==> config.mk <==
export PLATFORM = sky130hd
export DESIGN_NAME = serial_cmd_decoder
export DESIGN_NICKNAME = d
export VERILOG_FILES = /design/src/rtl/serial_cmd_pkg.sv /design/src/rtl/serial_cmd_rx.sv /design/src/rtl/serial_cmd_dec.sv /design/src/rtl/serial_cmd_regs.sv /design/src/rtl/serial_cmd_decoder.sv
export SDC_FILE = /design/constraint.sdc
export NUM_CORES = 1
export LEC_CHECK = 0
export BUFFER_PORTS_ARGS = -buffer_cell sky130_fd_sc_hd__buf_2
export CAP_MARGIN = 20
export CORE_ASPECT_RATIO = 1.75
export CORE_MARGIN = 4
export CORE_UTILIZATION = 32
export DETAILED_ROUTE_END_ITERATION = 12
export GPL_TIMING_DRIVEN = 0
export PLACE_DENSITY = 0.56
export SYNTH_ARGS = -nofsm -noshare
export SYNTH_HDL_FRONTEND = slang
export SYNTH_SLANG_ARGS = --single-unit
==> constraint.sdc <==
create_clock -name clk -period 3.15 [get_ports clk]
set_clock_uncertainty 0.15 [all_clocks]
set_input_delay 0.63 -clock clk [delete_from_list [all_inputs] [get_ports clk]]
set_output_delay 0.63 -clock clk [all_outputs]
set_load 0.005 [all_outputs]
==> src/rtl/serial_cmd_pkg.sv <==
package serial_cmd_pkg;

    localparam int BYTE_W    = 8;
    localparam int REC_BYTES = 7;
    localparam int REC_W     = REC_BYTES * BYTE_W;
    localparam int WORD_W    = 2 * BYTE_W;

    // Opcodes carried in header bits [7:2]
    localparam logic [5:0] OP_SLOT  = 6'h00;
    localparam logic [5:0] OP_PWRUP = 6'h02;
    localparam logic [5:0] OP_PWRDN = 6'h04;
    localparam logic [5:0] OP_CONF  = 6'h08;
    localparam logic [5:0] OP_CTRL  = 6'h0C;

    localparam logic [BYTE_W-1:0] REC_FOOTER = 8'hFF;

    typedef enum logic [2:0] {
        ST_HDR,
        ST_BEGIN,
        ST_PAIR_HI,
        ST_PAIR_LO,
        ST_REC,
        ST_SKIP
    } dec_state_t;

    typedef enum logic {
        TGT_CTRL,
        TGT_CONF
    } pair_tgt_t;

endpackage

==> src/rtl/serial_cmd_rx.sv <==
module serial_cmd_rx
    import serial_cmd_pkg::*;
(
    input  logic              clk,
    input  logic              rst_n,
    input  logic              sel_n_i,
    input  logic              sck_i,
    input  logic              sd_i,
    output logic [BYTE_W-1:0] bval_o,
    output logic              bval_vld_o,
    output logic              win_act_o,
    output logic              win_end_o
);

    localparam int CNT_W = $clog2(BYTE_W);

    logic [2:0]        sel_q;
    logic [2:0]        sck_q;
    logic [1:0]        sd_q;
    logic [BYTE_W-1:0] shift_q;
    logic [CNT_W-1:0]  bit_cnt_q;
    logic              sck_rise;
    logic              last_bit;

    // Two-flop synchronizers plus one history stage for edge detection
    always_ff @(posedge clk or negedge rst_n) begin
        if (!rst_n) begin
            sel_q <= '1;
            sck_q <= '0;
            sd_q  <= '0;
        end else begin
            sel_q <= {sel_q[1:0], sel_n_i};
            sck_q <= {sck_q[1:0], sck_i};
            sd_q  <= {sd_q[0], sd_i};
        end
    end

    assign win_act_o = ~sel_q[1];
    assign win_end_o = sel_q[1] & ~sel_q[2];
    assign sck_rise  = sck_q[1] & ~sck_q[2];
    assign last_bit  = (bit_cnt_q == CNT_W'(BYTE_W - 1));

    always_ff @(posedge clk or negedge rst_n) begin
        if (!rst_n) begin
            shift_q    <= '0;
            bit_cnt_q  <= '0;
            bval_o     <= '0;
            bval_vld_o <= 1'b0;
        end else begin
            bval_vld_o <= 1'b0;
            if (!win_act_o) begin
                bit_cnt_q <= '0;
            end else if (sck_rise) begin
                shift_q   <= {sd_q[1], shift_q[BYTE_W-1:1]};
                bit_cnt_q <= bit_cnt_q + 1'b1;
                if (last_bit) begin
                    bval_o     <= {sd_q[1], shift_q[BYTE_W-1:1]};
                    bval_vld_o <= 1'b1;
                end
            end
        end
    end

endmodule

==> src/rtl/serial_cmd_dec.sv <==
module serial_cmd_dec
    import serial_cmd_pkg::*;
#(
    parameter int NCH = 8,
    parameter int CHW = $clog2(NCH)
) (
    input  logic              clk,
    input  logic              rst_n,
    input  logic [1:0]        id_i,
    input  logic [BYTE_W-1:0] bval_i,
    input  logic              bval_vld_i,
    input  logic              win_end_i,
    output logic              ctrl_we_o,
    output logic              conf_we_o,
    output logic [CHW-1:0]    pair_idx_o,
    output logic [WORD_W-1:0] pair_data_o,
    output logic              rec_we_o,
    output logic [CHW-1:0]    rec_idx_o,
    output logic [REC_W-1:0]  rec_data_o,
    output logic              pwr_up_o,
    output logic              pwr_dn_o,
    output dec_state_t        state_o
);

    localparam int               STG_W  = REC_W - BYTE_W;
    localparam logic [BYTE_W-1:0] NCH_B = BYTE_W'(NCH);
    localparam logic [CHW:0]      NCH_C = (CHW+1)'(NCH);
    localparam logic [2:0]        LAST_LANE = 3'(REC_BYTES - 1);

    dec_state_t        state_q, state_d;
    pair_tgt_t         tgt_q;
    logic [CHW:0]      chan_q;
    logic [CHW:0]      rec_cnt_q;
    logic [BYTE_W-1:0] hi_q;
    logic [2:0]        lane_q;
    logic [STG_W-1:0]  stage_q;
    logic              id_ok;
    logic [5:0]        opc;

    assign id_ok = (bval_i[1:0] == id_i);
    assign opc   = bval_i[7:2];

    // State register
    always_ff @(posedge clk or negedge rst_n) begin
        if (!rst_n) state_q <= ST_HDR;
        else        state_q <= state_d;
    end

    // Next state
    always_comb begin
        state_d = state_q;
        if (win_end_i) begin
            state_d = ST_HDR;
        end else if (bval_vld_i) begin
            unique case (state_q)
                ST_HDR: begin
                    if (!id_ok)                                state_d = ST_SKIP;
                    else if (opc == OP_CTRL || opc == OP_CONF) state_d = ST_BEGIN;
                    else if (opc == OP_SLOT)                   state_d = ST_REC;
                    else                                       state_d = ST_SKIP;
                end
                ST_BEGIN:   state_d = ST_PAIR_HI;
                ST_PAIR_HI: state_d = ST_PAIR_LO;
                ST_PAIR_LO: state_d = ST_PAIR_HI;
                ST_REC: begin
                    if (lane_q == 3'd0 && bval_i == REC_FOOTER) state_d = ST_SKIP;
                end
                ST_SKIP:    state_d = ST_SKIP;
                default:    state_d = ST_HDR;
            endcase
        end
    end

    // Datapath held across bytes
    always_ff @(posedge clk or negedge rst_n) begin
        if (!rst_n) begin
            tgt_q     <= TGT_CTRL;
            chan_q    <= '0;
            rec_cnt_q <= '0;
            hi_q      <= '0;
            lane_q    <= '0;
            stage_q   <= '0;
        end else if (bval_vld_i) begin
            unique case (state_q)
                ST_HDR: begin
                    tgt_q     <= (opc == OP_CONF) ? TGT_CONF : TGT_CTRL;
                    rec_cnt_q <= '0;
                    lane_q    <= '0;
                end
                ST_BEGIN:   chan_q <= (bval_i >= NCH_B) ? NCH_C : bval_i[CHW:0];
                ST_PAIR_HI: hi_q   <= bval_i;
                ST_PAIR_LO: begin
                    if (chan_q < NCH_C) chan_q <= chan_q + 1'b1;
                end
                ST_REC: begin
                    if (lane_q == LAST_LANE) begin
                        lane_q <= '0;
                        if (rec_cnt_q < NCH_C) rec_cnt_q <= rec_cnt_q + 1'b1;
                    end else if (!(lane_q == 3'd0 && bval_i == REC_FOOTER)) begin
                        stage_q[lane_q*BYTE_W +: BYTE_W] <= bval_i;
                        lane_q <= lane_q + 1'b1;
                    end
                end
                ST_SKIP: ;
                default: ;
            endcase
        end
    end

    // Write-side outputs
    always_comb begin
        ctrl_we_o   = 1'b0;
        conf_we_o   = 1'b0;
        rec_we_o    = 1'b0;
        pair_idx_o  = chan_q[CHW-1:0];
        pair_data_o = {hi_q, bval_i};
        rec_idx_o   = rec_cnt_q[CHW-1:0];
        rec_data_o  = {bval_i, stage_q};
        if (bval_vld_i) begin
            unique case (state_q)
                ST_PAIR_LO: begin
                    if (chan_q < NCH_C) begin
                        ctrl_we_o = (tgt_q == TGT_CTRL);
                        conf_we_o = (tgt_q == TGT_CONF);
                    end
                end
                ST_REC:   rec_we_o = (lane_q == LAST_LANE) && (rec_cnt_q < NCH_C);
                default: ;
            endcase
        end
    end

    // Registered power request pulses
    always_ff @(posedge clk or negedge rst_n) begin
        if (!rst_n) begin
            pwr_up_o <= 1'b0;
            pwr_dn_o <= 1'b0;
        end else begin
            pwr_up_o <= bval_vld_i && (state_q == ST_HDR) && id_ok && (opc == OP_PWRUP);
            pwr_dn_o <= bval_vld_i && (state_q == ST_HDR) && id_ok && (opc == OP_PWRDN);
        end
    end

    assign state_o = state_q;

endmodule

==> src/rtl/serial_cmd_regs.sv <==
module serial_cmd_regs
    import serial_cmd_pkg::*;
#(
    parameter int              NCH      = 8,
    parameter int              CHW      = $clog2(NCH),
    parameter logic [WORD_W-1:0] CTRL_RST = 16'h3670
) (
    input  logic              clk,
    input  logic              rst_n,
    input  logic              ctrl_we_i,
    input  logic              conf_we_i,
    input  logic [CHW-1:0]    pair_idx_i,
    input  logic [WORD_W-1:0] pair_data_i,
    input  logic              rec_we_i,
    input  logic [CHW-1:0]    rec_idx_i,
    input  logic [REC_W-1:0]  rec_data_i,
    input  logic [CHW-1:0]    rd_idx_i,
    output logic [WORD_W-1:0] rd_ctrl_o,
    output logic [WORD_W-1:0] rd_conf_o,
    output logic [REC_W-1:0]  rd_slot_o
);

    logic [WORD_W-1:0] ctrl_all [NCH];
    logic [WORD_W-1:0] conf_all [NCH];
    logic [REC_W-1:0]  slot_all [NCH];

    for (genvar e = 0; e < NCH; e++) begin : g_ent
        logic [WORD_W-1:0] ctrl_q;
        logic [WORD_W-1:0] conf_q;
        logic [REC_W-1:0]  slot_q;

        always_ff @(posedge clk or negedge rst_n) begin
            if (!rst_n) begin
                ctrl_q <= CTRL_RST;
                conf_q <= '0;
                slot_q <= '0;
            end else begin
                if (ctrl_we_i && pair_idx_i == CHW'(e)) ctrl_q <= pair_data_i;
                if (conf_we_i && pair_idx_i == CHW'(e)) conf_q <= pair_data_i;
                if (rec_we_i  && rec_idx_i  == CHW'(e)) slot_q <= rec_data_i;
            end
        end

        assign ctrl_all[e] = ctrl_q;
        assign conf_all[e] = conf_q;
        assign slot_all[e] = slot_q;
    end

    assign rd_ctrl_o = ctrl_all[rd_idx_i];
    assign rd_conf_o = conf_all[rd_idx_i];
    assign rd_slot_o = slot_all[rd_idx_i];

endmodule

==> src/rtl/serial_cmd_decoder.sv <==
module serial_cmd_decoder
    import serial_cmd_pkg::*;
#(
    parameter int NCH = 8,
    parameter int CHW = $clog2(NCH)
) (
    input  logic              clk,
    input  logic              rst_n,
    input  logic              ser_sel_n,
    input  logic              ser_clk,
    input  logic              ser_dat,
    input  logic [1:0]        chip_id,
    input  logic [CHW-1:0]    rd_idx,
    output logic [WORD_W-1:0] rd_ctrl,
    output logic [WORD_W-1:0] rd_conf,
    output logic [REC_W-1:0]  rd_slot,
    output logic              pwr_up_pulse,
    output logic              pwr_dn_pulse
);

    logic [BYTE_W-1:0] bval;
    logic              bval_vld;
    logic              win_act;
    logic              win_end;
    logic              ctrl_we;
    logic              conf_we;
    logic [CHW-1:0]    pair_idx;
    logic [WORD_W-1:0] pair_data;
    logic              rec_we;
    logic [CHW-1:0]    rec_idx;
    logic [REC_W-1:0]  rec_data;
    dec_state_t        dec_state;

    serial_cmd_rx i_rx (
        .clk        (clk),
        .rst_n      (rst_n),
        .sel_n_i    (ser_sel_n),
        .sck_i      (ser_clk),
        .sd_i       (ser_dat),
        .bval_o     (bval),
        .bval_vld_o (bval_vld),
        .win_act_o  (win_act),
        .win_end_o  (win_end)
    );

    serial_cmd_dec #(.NCH(NCH), .CHW(CHW)) i_dec (
        .clk         (clk),
        .rst_n       (rst_n),
        .id_i        (chip_id),
        .bval_i      (bval),
        .bval_vld_i  (bval_vld),
        .win_end_i   (win_end),
        .ctrl_we_o   (ctrl_we),
        .conf_we_o   (conf_we),
        .pair_idx_o  (pair_idx),
        .pair_data_o (pair_data),
        .rec_we_o    (rec_we),
        .rec_idx_o   (rec_idx),
        .rec_data_o  (rec_data),
        .pwr_up_o    (pwr_up_pulse),
        .pwr_dn_o    (pwr_dn_pulse),
        .state_o     (dec_state)
    );

    serial_cmd_regs #(.NCH(NCH), .CHW(CHW)) i_regs (
        .clk         (clk),
        .rst_n       (rst_n),
        .ctrl_we_i   (ctrl_we),
        .conf_we_i   (conf_we),
        .pair_idx_i  (pair_idx),
        .pair_data_i (pair_data),
        .rec_we_i    (rec_we),
        .rec_idx_i   (rec_idx),
        .rec_data_i  (rec_data),
        .rd_idx_i    (rd_idx),
        .rd_ctrl_o   (rd_ctrl),
        .rd_conf_o   (rd_conf),
        .rd_slot_o   (rd_slot)
    );

endmodule

# Word level (Yosys, flattened, before mapping)
# Index checks and enable logic that the tools add are counted.
[totals]
register_bits = 805
output_inout_bits = 90
romBits = 0
input_bits = 10
mem_bits_rw = 0
latch_bits = 0
elab_cells = 182
n_memories = 0
[classes]
n_shift = 2
n_addsub = 5
mux = 40
reduce_logical = 50
magnitude_cmp = 4
bitwise_logic = 9
eq_ne = 32
n_div = 0
multipliers = 0
[op_table]
columns = ["operator", "n"]
rows = [
  ["$bmux 56 s3", 1],
  ["$mux 56", 2],
  ["$bmux 16 s3", 2],
  ["$mux 16", 4],
  ["$bwmux 48", 1],
  ["$shift 8x34->48 const A", 1],
  ["$shiftx 8x34->48", 1],
  ["$eq 3x3->1 const B", 12],
  ["$neg 6->34", 1],
  ["$logic_and 1x1->1", 30],
  ["$mux 3", 9],
  ["$eq 3x2->1 const B", 6],
  ["$mux 4", 4],
  ["$pmux 4 s2", 2],
  ["$pmux 3 s5", 1],
  ["$mux 1", 13],
  ["$eq 6x4->1 const B", 2],
  ["$logic_not 3->1", 4],
  ["$eq 3x1->1 const B", 3],
  ["$reduce_and 3->1", 3],
  ["$add 4x1->4 const B", 2],
  ["$eq 8x8->1 const B", 1],
  ["$ge 8x4->1 const B", 1],
  ["$lt 4x4->1 const B", 2],
  ["18 further kinds", 34],
]

# Depth between registers and ports, before layout
# Gate-level depths: netlist of run 1.
[depth]
ltp_word = 7
depth_mapped = 9

# By module
# A second synthesis of run 1 with hierarchy kept.
[unflattened]
hier_cells = 2212
hier_area_um2 = 36384.9
[modules_own_cells]
columns = ["module", "area_each_um2", "instances", "cells_per_inst", "seq_area_each_um2"]
rows = [
  ["serial_cmd_regs", 31656.6, 1, 1837, 17687.0],
  ["serial_cmd_dec", 3723.6, 1, 319, 1826.8],
  ["serial_cmd_rx", 1004.7, 1, 56, 679.4],
]

# Worst setup path after synthesis of run 1
# No wires, ideal clock.
[synth_timing]
path_type = "input-to-output"
startpoint = "input port rd_idx[0]"
endpoint = "output port rd_ctrl[0]"
required_time_ps = 2370
setup_slack_ps = -44
cell_stages = 5
arrival_time_ps = 2414
cell_sequence = "clkbuf_1 buf_2 buf_1 mux4_2 mux2_2"
[synth_via]
elab_chain_cells = 4
[synth_lines]
columns = ["element", "line_no", "text"]
rows = [
  ["from (decl)", "serial_cmd_decoder.sv:13", "input logic [CHW-1:0] rd_idx,"],
  ["$not 3->4 (implied by the code)", "serial_cmd_regs.sv:49", "assign rd_ctrl_o = ctrl_all[rd_idx_i];"],
  ["$bmux 16 s3", "serial_cmd_regs.sv:49", ""],
  ["$mux 16 (implied by the code) (2 in a row)", "serial_cmd_regs.sv:49", ""],
  ["to (decl)", "serial_cmd_decoder.sv:14", "output logic [WORD_W-1:0] rd_ctrl,"],
]
# No other way between the ends. The select of a mux whose other input is x is not followed.

# Final worst setup path of run 1
[layout_timing]
startpoint = "input port rd_idx[0]"
endpoint = "output port rd_slot[1]"
[layout_via]
elab_chain_cells = 4
[layout_lines]
columns = ["element", "line_no", "text"]
rows = [
  ["$not 3->4 (implied by the code)", "serial_cmd_regs.sv:51", "assign rd_slot_o = slot_all[rd_idx_i];"],
  ["$bmux 56 s3", "serial_cmd_regs.sv:51", ""],
  ["$mux 56 (implied by the code) (2 in a row)", "serial_cmd_regs.sv:51", ""],
  ["to (decl)", "serial_cmd_decoder.sv:16", "output logic [REC_W-1:0] rd_slot,"],
]
# No other way between the ends. The select of a mux whose other input is x is not followed.

==> results of run 1 <==
[logic make-up (layout without fill, tap and decap cells)]
logic type,after synthesis,count (layout),share of synthesized area
and+or+nand+nor,134,134,0.0201
muxes,1043,1043,0.381
other,0,1,0
AOI/OAI and AO/OA,31,31,0.00621
xor gates and xnor gates,3,3,0.000724
adders and majority gates,20,20,0.00689
DFF,804,804,0.556
buffers and inverters,226,489,0.0286
[sequential cells by signal, summed over array words and instances (netlist names)]
| name | cells |
|---|---|
| i_dec.rec_cnt_q | 4 |
| i_rx.sck_q | 3 |
| i_dec.stage_q | 48 |
| i_rx.bval_vld_o | 1 |
| i_dec.tgt_q | 1 |
| i_dec.pwr_dn_o | 1 |
| i_dec.chan_q | 4 |
| i_regs.g_ent.slot_q | 448 |
| i_rx.bit_cnt_q | 3 |
| i_dec.state_o | 3 |
| i_dec.hi_q | 8 |
| i_rx.bval_o | 8 |
| i_dec.pwr_up_o | 1 |
| i_rx.shift_q | 7 |
| i_regs.g_ent.conf_q | 128 |
| i_rx.sel_q | 3 |
| i_rx.sd_q | 2 |
| i_dec.lane_q | 3 |
| i_regs.g_ent.ctrl_q | 128 |
[layer usage]
layer	share of wire	wire length, um	vias up
li1	-	-	8737
met1	0.39	38300	11200
met2	0.55	53600	403
met3	0.030	2970	152
met4	0.033	3270	0
met5	0	0	-
[cells in the mapped netlist, types with 2 or more instances]
cell / number
a21oi_1: 3
and2_1: 3
and3_1: 15
buf_1: 15
buf_2: 57
buf_6: 16
clkbuf_1: 90
dfrtp_1: 745
dfstp_2: 59
ha_1: 20
inv_1: 47
mux2_1: 37
mux2_2: 754
mux2_4: 40
mux2i_1: 36
mux4_2: 176
nand2_1: 49
nand2b_1: 5
nand3_1: 9
nand3_2: 2
nand3b_1: 3
nand4_1: 9
nor2_1: 14
nor2b_1: 2
nor3_1: 4
nor3b_1: 3
nor4_1: 4
nor4_2: 2
o211ai_1: 2
o21ai_0: 6
o22ai_1: 2
o31a_1: 2
o31ai_1: 5
or3_1: 3
or4_1: 2
xnor2_1: 2
[worst min-delay path by stage]
| stage | depth (start not counted) | endpoint | slack [ns] | from |
|---|---|---|---|---|
| after global routing | 1 | i_regs.g_ent[7].slot_q[40] | -0.22 | rst_n |
| after CTS | 1 | i_regs.g_ent[7].slot_q[50] | -0.17 | rst_n |
| after detailed placement | 0 | i_rx.sck_q[1] | 0.20 | i_rx.sck_q[0] |
| final | 1 | i_regs.g_ent[7].slot_q[40] | -0.24 | rst_n |
| after global placement | 0 | i_rx.sck_q[1] | 0.19 | i_rx.sck_q[0] |
| after floorplan | 0 | i_dec.chan_q[0] | 0.18 | rst_n |
[power by group through the flow]
| stage | Clock [mW] | Combinational, mW | Sequential [mW] |
|---|---|---|---|
| after CTS | 10.3 | 0.660 | 10.4 |
| after global placement | 0 | 0.571 | 10.6 |
| after floorplan | 0 | 0.256 | 10.6 |
| after detailed placement | 0 | 0.620 | 10.6 |
| final | 10.0 | 0.643 | 10.4 |
| after global routing | 10.7 | 0.710 | 10.4 |
[worst reg2reg max path, stage by stage (launching register included)]
cell	delay, ns
dfrtp_1	0.50
inv_1	0.18
ha_1	0.24
ha_1	0.27
clkbuf_1	0.21
nor2_2	0.28
nand3_1	0.17
nor4_4	0.30
buf_4	0.21
mux2_2	0.34
[placed cells by master (no fill, tap or decap), types with 4 or more instances in the layout]
cell type / synthesis / layout
clkbuf_16: 0 / 81
clkbuf_1: 90 / 81
mux2_2: 754 / 754
and3_1: 15 / 15
mux2_1: 37 / 37
mux2i_1: 36 / 36
nand4_1: 9 / 9
nand3_1: 9 / 8
buf_6: 16 / 22
mux4_2: 176 / 176
nand2_1: 49 / 49
clkbuf_2: 0 / 7
inv_1: 47 / 47
nor3_1: 4 / 4
clkinv_2: 0 / 9
buf_4: 0 / 12
inv_6: 0 / 4
clkbuf_8: 0 / 22
o31ai_1: 5 / 5
buf_16: 0 / 6
nand2b_1: 5 / 5
nor2_1: 14 / 13
dfstp_2: 59 / 59
buf_8: 0 / 12
mux2_4: 40 / 40
o21ai_0: 6 / 6
dfrtp_1: 745 / 745
buf_2: 57 / 152
clkbuf_4: 0 / 11
ha_1: 20 / 20
bufinv_16: 0 / 9
[timing repair]
action	4_1_cts	5_1_grt
hold endpoints to repair	98	95
pin swaps	1	2
resized for setup	94	23
setup endpoints to repair	94	217
setup buffers	3	5
cloned	0	1
[stage by stage]
stage | TNS (ns) | util | cells | power (mW)
after detailed placement | -157.22 | 0.345 | 3854 | 11.2
after CTS | -0.00789 | 0.372 | 4004 | 21.4
after global placement | - | 0.343 | 3842 | 11.2
after global routing | 0 | 0.373 | 4010 | 21.8
final | 0 | 0.373 | 4010 | 21.1
after floorplan | 0 | - | 2261 | 10.8
[cell type report]
type                       count  area, um2  share of cell area
buffer                       177       1160              0.0276
clock buffer                 115       2290              0.0545
inverter                      48        180             0.00428
multi-input combinational   1231      15100               0.359
clock inverter                29        437              0.0104
tap                         1485       1860              0.0442
antenna                        1       2.50           0.0000595
timing repair buffer         120        835              0.0198
sequential                   804      20200               0.480
==> metrics.cfg, run 1 <==
[critical_path]
worst-r2r-cell-count=9
setup.worst_path.end=rd_slot[1]
worst_path_dominant_cell_family=multiplexers
worst_setup_path_end_kind=primary output
cp.required_ns=2.37
crit_chain=clkbuf_4 > buf_6 > buf_12 > mux4_2 > mux2_2 > buf_2
worstReg2RegStart=i_dec.lane_q[0]
startpoint=rd_idx[0]
critPathArrivalTime_ns=2.32
r2r_slack_ns=0.18
critPathMaxFanout=10
cpMaxStageDelayCell=mux4_2
path_class=in -> out
crit_buf_inv=4
crit_cells=6
r2r-end=i_dec.stage_q[6]
cp-start-kind=input pin
critPathMaxStageDelay_ns=0.52

[clocking]
clockBufferDepth=3
clkTransAtPathRegs_ns=0.06
cts-root-buf=clkbuf_16
clk_latency_ns=0.66
cts_tree=built
cts-buffers-inserted=79
cts_htree_levels=3
clock_sinks=804
ctsHoldBuffers=3

[die]
die-area_um2=119000
dieHeight_um=454
initial_utilization=0.322
num_rows=163
fp.dieW_um=263
ios=100
core_region_area_um2=113000

[timing]
hold_violations=95
worst_slew_pin_slew_ns=1.20
hold_slack_ns=-0.237
setup_viol=0
worst_slack_ns=0.0474
layout_min_cycle_time_ns=3.10
fmax_mhz=322
slew_viol_final=0
rsz0062_at_grt=no
finalCritPeriodShare=0.985
slew_headroom=0.202

[logic_synthesis]
yosysTopAreaCell=dfrtp_1
ys_seq_area_frac=0.556
async_flop_share=1.00
yosysWarnings=0
syn_area_per_cell_um2=16.1
yosysUniqueCellTypes=54
synth_top_area_frac=0.514
synth_top_flop_cell=dfrtp_1
synthCells=2261
syn-num-nets=2291
netlist_top_cells_area=dfrtp_1, mux2_2, mux4_2
mappedNetlistArea_um2=36300
synth-edff-count=0
ys_ff_latch=804

[route]
drt_iter0_drc=1171
ant_nets=0
via_count=20500
drc=0
first_pass_iters=5
routed_via_density=5.11
wirelength_um=98100
post_drt_wl_per_cell_um=24.5

[grt]
use_met1=0.191
met2_usage=0.308
antenna_found_initial=2
grt_max_degree=128
gr-total-overflow=0
grt_pass1_wl_um=150000
grt_pass1_vias=23300
grt_usage=0.164
use_met3=0.0219
grt.busiest_layer=met2

[job]
maxCapViolCount=0

[placed_design]
dp_hpwl_um=67200
portBuffers=96
place_area_um2=38900
dpl_worst_slack_ns=-1.39
place_congestion=0.827

[pwr]
irDropWorstVdd_v=0.000381
p_sw_frac=0.221
seq_power_share=0.494
p_int_mw=16.4
power_density_nw_per_um2=501
p_comb_frac=0.031
p_leak_nw=20.5
clkPwrFrac=0.476
switchingPower_mw=4.65

[final_layout]
finalInstanceArea_um2=42100
area_delta_synth_final_pct=15.9
n_fill_cell=10600
layout-drive-gt1-share=0.553
fin_nets=2491

[worst_hold_path]
hp-class=in -> async

[outcome]
status=complete, but fails checks
failed_checks=negative hold slack

Note: power is estimated with default switching activity, not from simulation.
==> run 2, diff against run 1 <==
BUFFER_PORTS_ARGS = default   (was -buffer_cell sky130_fd_sc_hd__buf_2)
DONT_BUFFER_PORTS = 1   (was default)
GPL_TIMING_DRIVEN = default   (was 0)
PLACE_DENSITY = 0.55   (was 0.56)
==> run 2 against run 1 <==
  * The flow still finishes with violations (negative hold slack)
  * Sequential power about the same
  * Critical endpoint is now i_regs.g_ent[2].slot_q[21]
  * Register-to-register slack better by 0.21 ns
  * Cell count shrank 5.7%
  * Global-route usage is 1.7 points lower
  * Core utilization is 1.2 points lower
  * Combinational power shrank 44%
  * Clock-buffer cell count grew 6
  * Worst setup slack improved by 0.34 ns
  * Die area unchanged
  * Final area down 3.2%
==> metrics.cfg, run 2 (synthesis results as in run 1) <==
[outcome]
status=complete, but fails checks
failed_checks=negative hold slack

[die]
dieHeight_um=454  ; unchanged
initial_utilization=0.322  ; unchanged
fp.dieW_um=263  ; unchanged
die-area_um2=119000  ; unchanged
num_rows=163  ; unchanged
core_region_area_um2=113000  ; unchanged
ios=100  ; unchanged

[grt]
grt_max_degree=805  ; +530%
use_met3=0.0259  ; +0.00395
use_met1=0.176  ; -0.0149
met2_usage=0.270  ; -0.0379
grt_pass1_vias=21900  ; -6.1%
antenna_found_initial=4  ; +2
grt_pass1_wl_um=136000  ; -8.8%
gr-total-overflow=0  ; unchanged
grt.busiest_layer=met2
grt_usage=0.147  ; -0.0168

[final_layout]
layout-drive-gt1-share=0.534  ; -0.0190
n_fill_cell=10600  ; +0.61%
regMostFlops=i_regs.g_ent.slot_q
top_regs=i_regs.g_ent.slot_q (448), i_regs.g_ent.conf_q (128), i_regs.g_ent.ctrl_q (128)
fin_nets=2256  ; -9.4%
most-common-layout-cells=mux2_2, dfrtp_1, mux4_2
largest_reg_flops=448  ; unchanged
area_delta_synth_final_pct=12.2
finalInstanceArea_um2=40700  ; -3.2%
final_common_cell=mux2_2

[route]
ant_nets=0  ; unchanged
drc=0  ; unchanged
via_count=19100  ; -6.7%
wirelength_um=87700  ; -11%
first_pass_iters=5  ; unchanged
drt_iter0_drc=865  ; -26%
routed_via_density=5.06  ; -1.0%
post_drt_wl_per_cell_um=23.2  ; -5.2%

[placed_design]
portBuffers=0  ; -100%
dpl_worst_slack_ns=0.392  ; +1.78 ns
dp_hpwl_um=48500  ; -28%
place_area_um2=37800  ; -2.9%
place_congestion=0.754  ; -8.8%

[timing]
hold_slack_ns=-0.0675  ; +0.170 ns
rsz0062_at_grt=no
worst_slack_ns=0.387  ; +0.339 ns
slew_viol_final=0  ; unchanged
finalCritPeriodShare=0.877  ; -0.108
setup_viol=0  ; unchanged
hold_violations=13  ; -86%
tns_ns=0  ; unchanged
fmax_mhz=362  ; +12%
layout_min_cycle_time_ns=2.76  ; -0.339 ns
slew_headroom=0.250  ; +0.0487
worst_slew_pin_slew_ns=1.12  ; -0.0731 ns

[clocking]
clk_latency_ns=0.66  ; about the same
cts_tree=built
cts-buffers-inserted=83  ; +5.1%
clock_sinks=804  ; unchanged
cts_htree_levels=3  ; unchanged
post_cts_resized=0  ; -100%
clkTransAtPathRegs_ns=0.06  ; about the same
clockBufferDepth=3  ; unchanged
cts-root-buf=clkbuf_16

[pwr]
total_power_mw=20.8  ; -1.4%
p_leak_nw=19.6  ; -4.6%
irDropWorstVdd_v=0.000378  ; -0.84%
power_density_nw_per_um2=510  ; +1.9%

[critical_path]
critPathMaxFanout=33  ; +23
worst-r2r-cell-count=5  ; -4
cp-start-kind=flip-flop
cp.required_ns=3.53  ; +1.16 ns
crit_chain=or3b_1 > nor3_4 > nand4_1 > buf_4 > mux2_2
worst_setup_path_end_kind=flip-flop
critPathArrivalTime_ns=3.14  ; +0.82 ns
critPathMaxStageDelay_ns=0.55  ; +0.03 ns
path_class=reg -> reg
cpMaxStageDelayCell=or3b_1

[worst_hold_path]
hp-class=in -> async

[job]
maxCapViolCount=0  ; unchanged

run 2: changes by cell type in the layout (fill, tap and decap cells not counted), sizes merged:
| cell | change |
|---|---|
| clkinv | +8 |
| bufinv | -4 |
| buf | -153 |
| dlygate4sd3 | +1 |
| inv | -3 |
| clkbuf | -81 |
| diode | +2 |
run 2: worst paths after layout:
kind	slack, ns	start	end
hold reg to reg	0.21	i_rx.sd_q[0]	i_rx.sd_q[1]
hold / removal	-0.07	rst_n	i_regs.g_ent[4].ctrl_q[11]
setup reg to reg	0.39	i_dec.state_o[0]	i_regs.g_ent[2].slot_q[21]
min in group clk	0.21	i_rx.sd_q[0]	i_rx.sd_q[1]
max in group asynchronous	1.11	rst_n	i_regs.g_ent[7].slot_q[29]
setup / recovery	0.39	i_dec.state_o[0]	i_regs.g_ent[2].slot_q[21]
run 2: report_power, final:
| part | total (mW) | switching (mW) | internal (mW) |
|---|---|---|---|
| Clock | 10.0 | 4.15 | 5.86 |
| Combinational | 0.359 | 0.211 | 0.148 |
| Sequential | 10.4 | 0.0290 | 10.4 |
| Total | 20.8 | 4.39 | 16.4 |
run 2: stage by stage:
stage	std cells	hold slack [ns]	utilization
2_1_floorplan	2261	0.181	-
3_3_place_gp	3618	0.190	0.335
3_5_place_dp	3618	0.194	0.335
4_1_cts	3772	-0.425	0.360
5_1_grt	3779	0.0452	0.361
6_report	3780	-0.0675	0.361
run 2: area by class of cell:
type,count,area [um2],area share
clock buffer,121,2460,0.0605
clock inverter,30,324,0.00796
timing repair buffer,58,601,0.0148
sequential,804,20200,0.496
tap,1485,1860,0.0456
antenna,3,7.51,0.000184
inverter,48,180,0.00443
multi-input combinational,1231,15100,0.371
run 2: worst max-delay path, delay by kind of cell (launching register included):
family | cells | cell delay [ns]
AND/OR/NAND/NOR | 3 | 1.29
buffers and inverters | 1 | 0.36
multiplexers | 1 | 0.35
flip-flops | 1 | 0.46
run 2: metal layers:
layer	up-vias	routed length [um]
li1	8236	-
met1	10500	35600
met2	317	46500
met4	0	2100
met3	101	3480
met5	-	0
run 2: what timing repair did:
| item | CTS | global route |
|---|---|---|
| setup endpoints to repair | 0 | 0 |
| endpoints found under the hold margin | 775 | 5 |
| hold buffers | 3 | 1 |
| setup buffers | 0 | 0 |
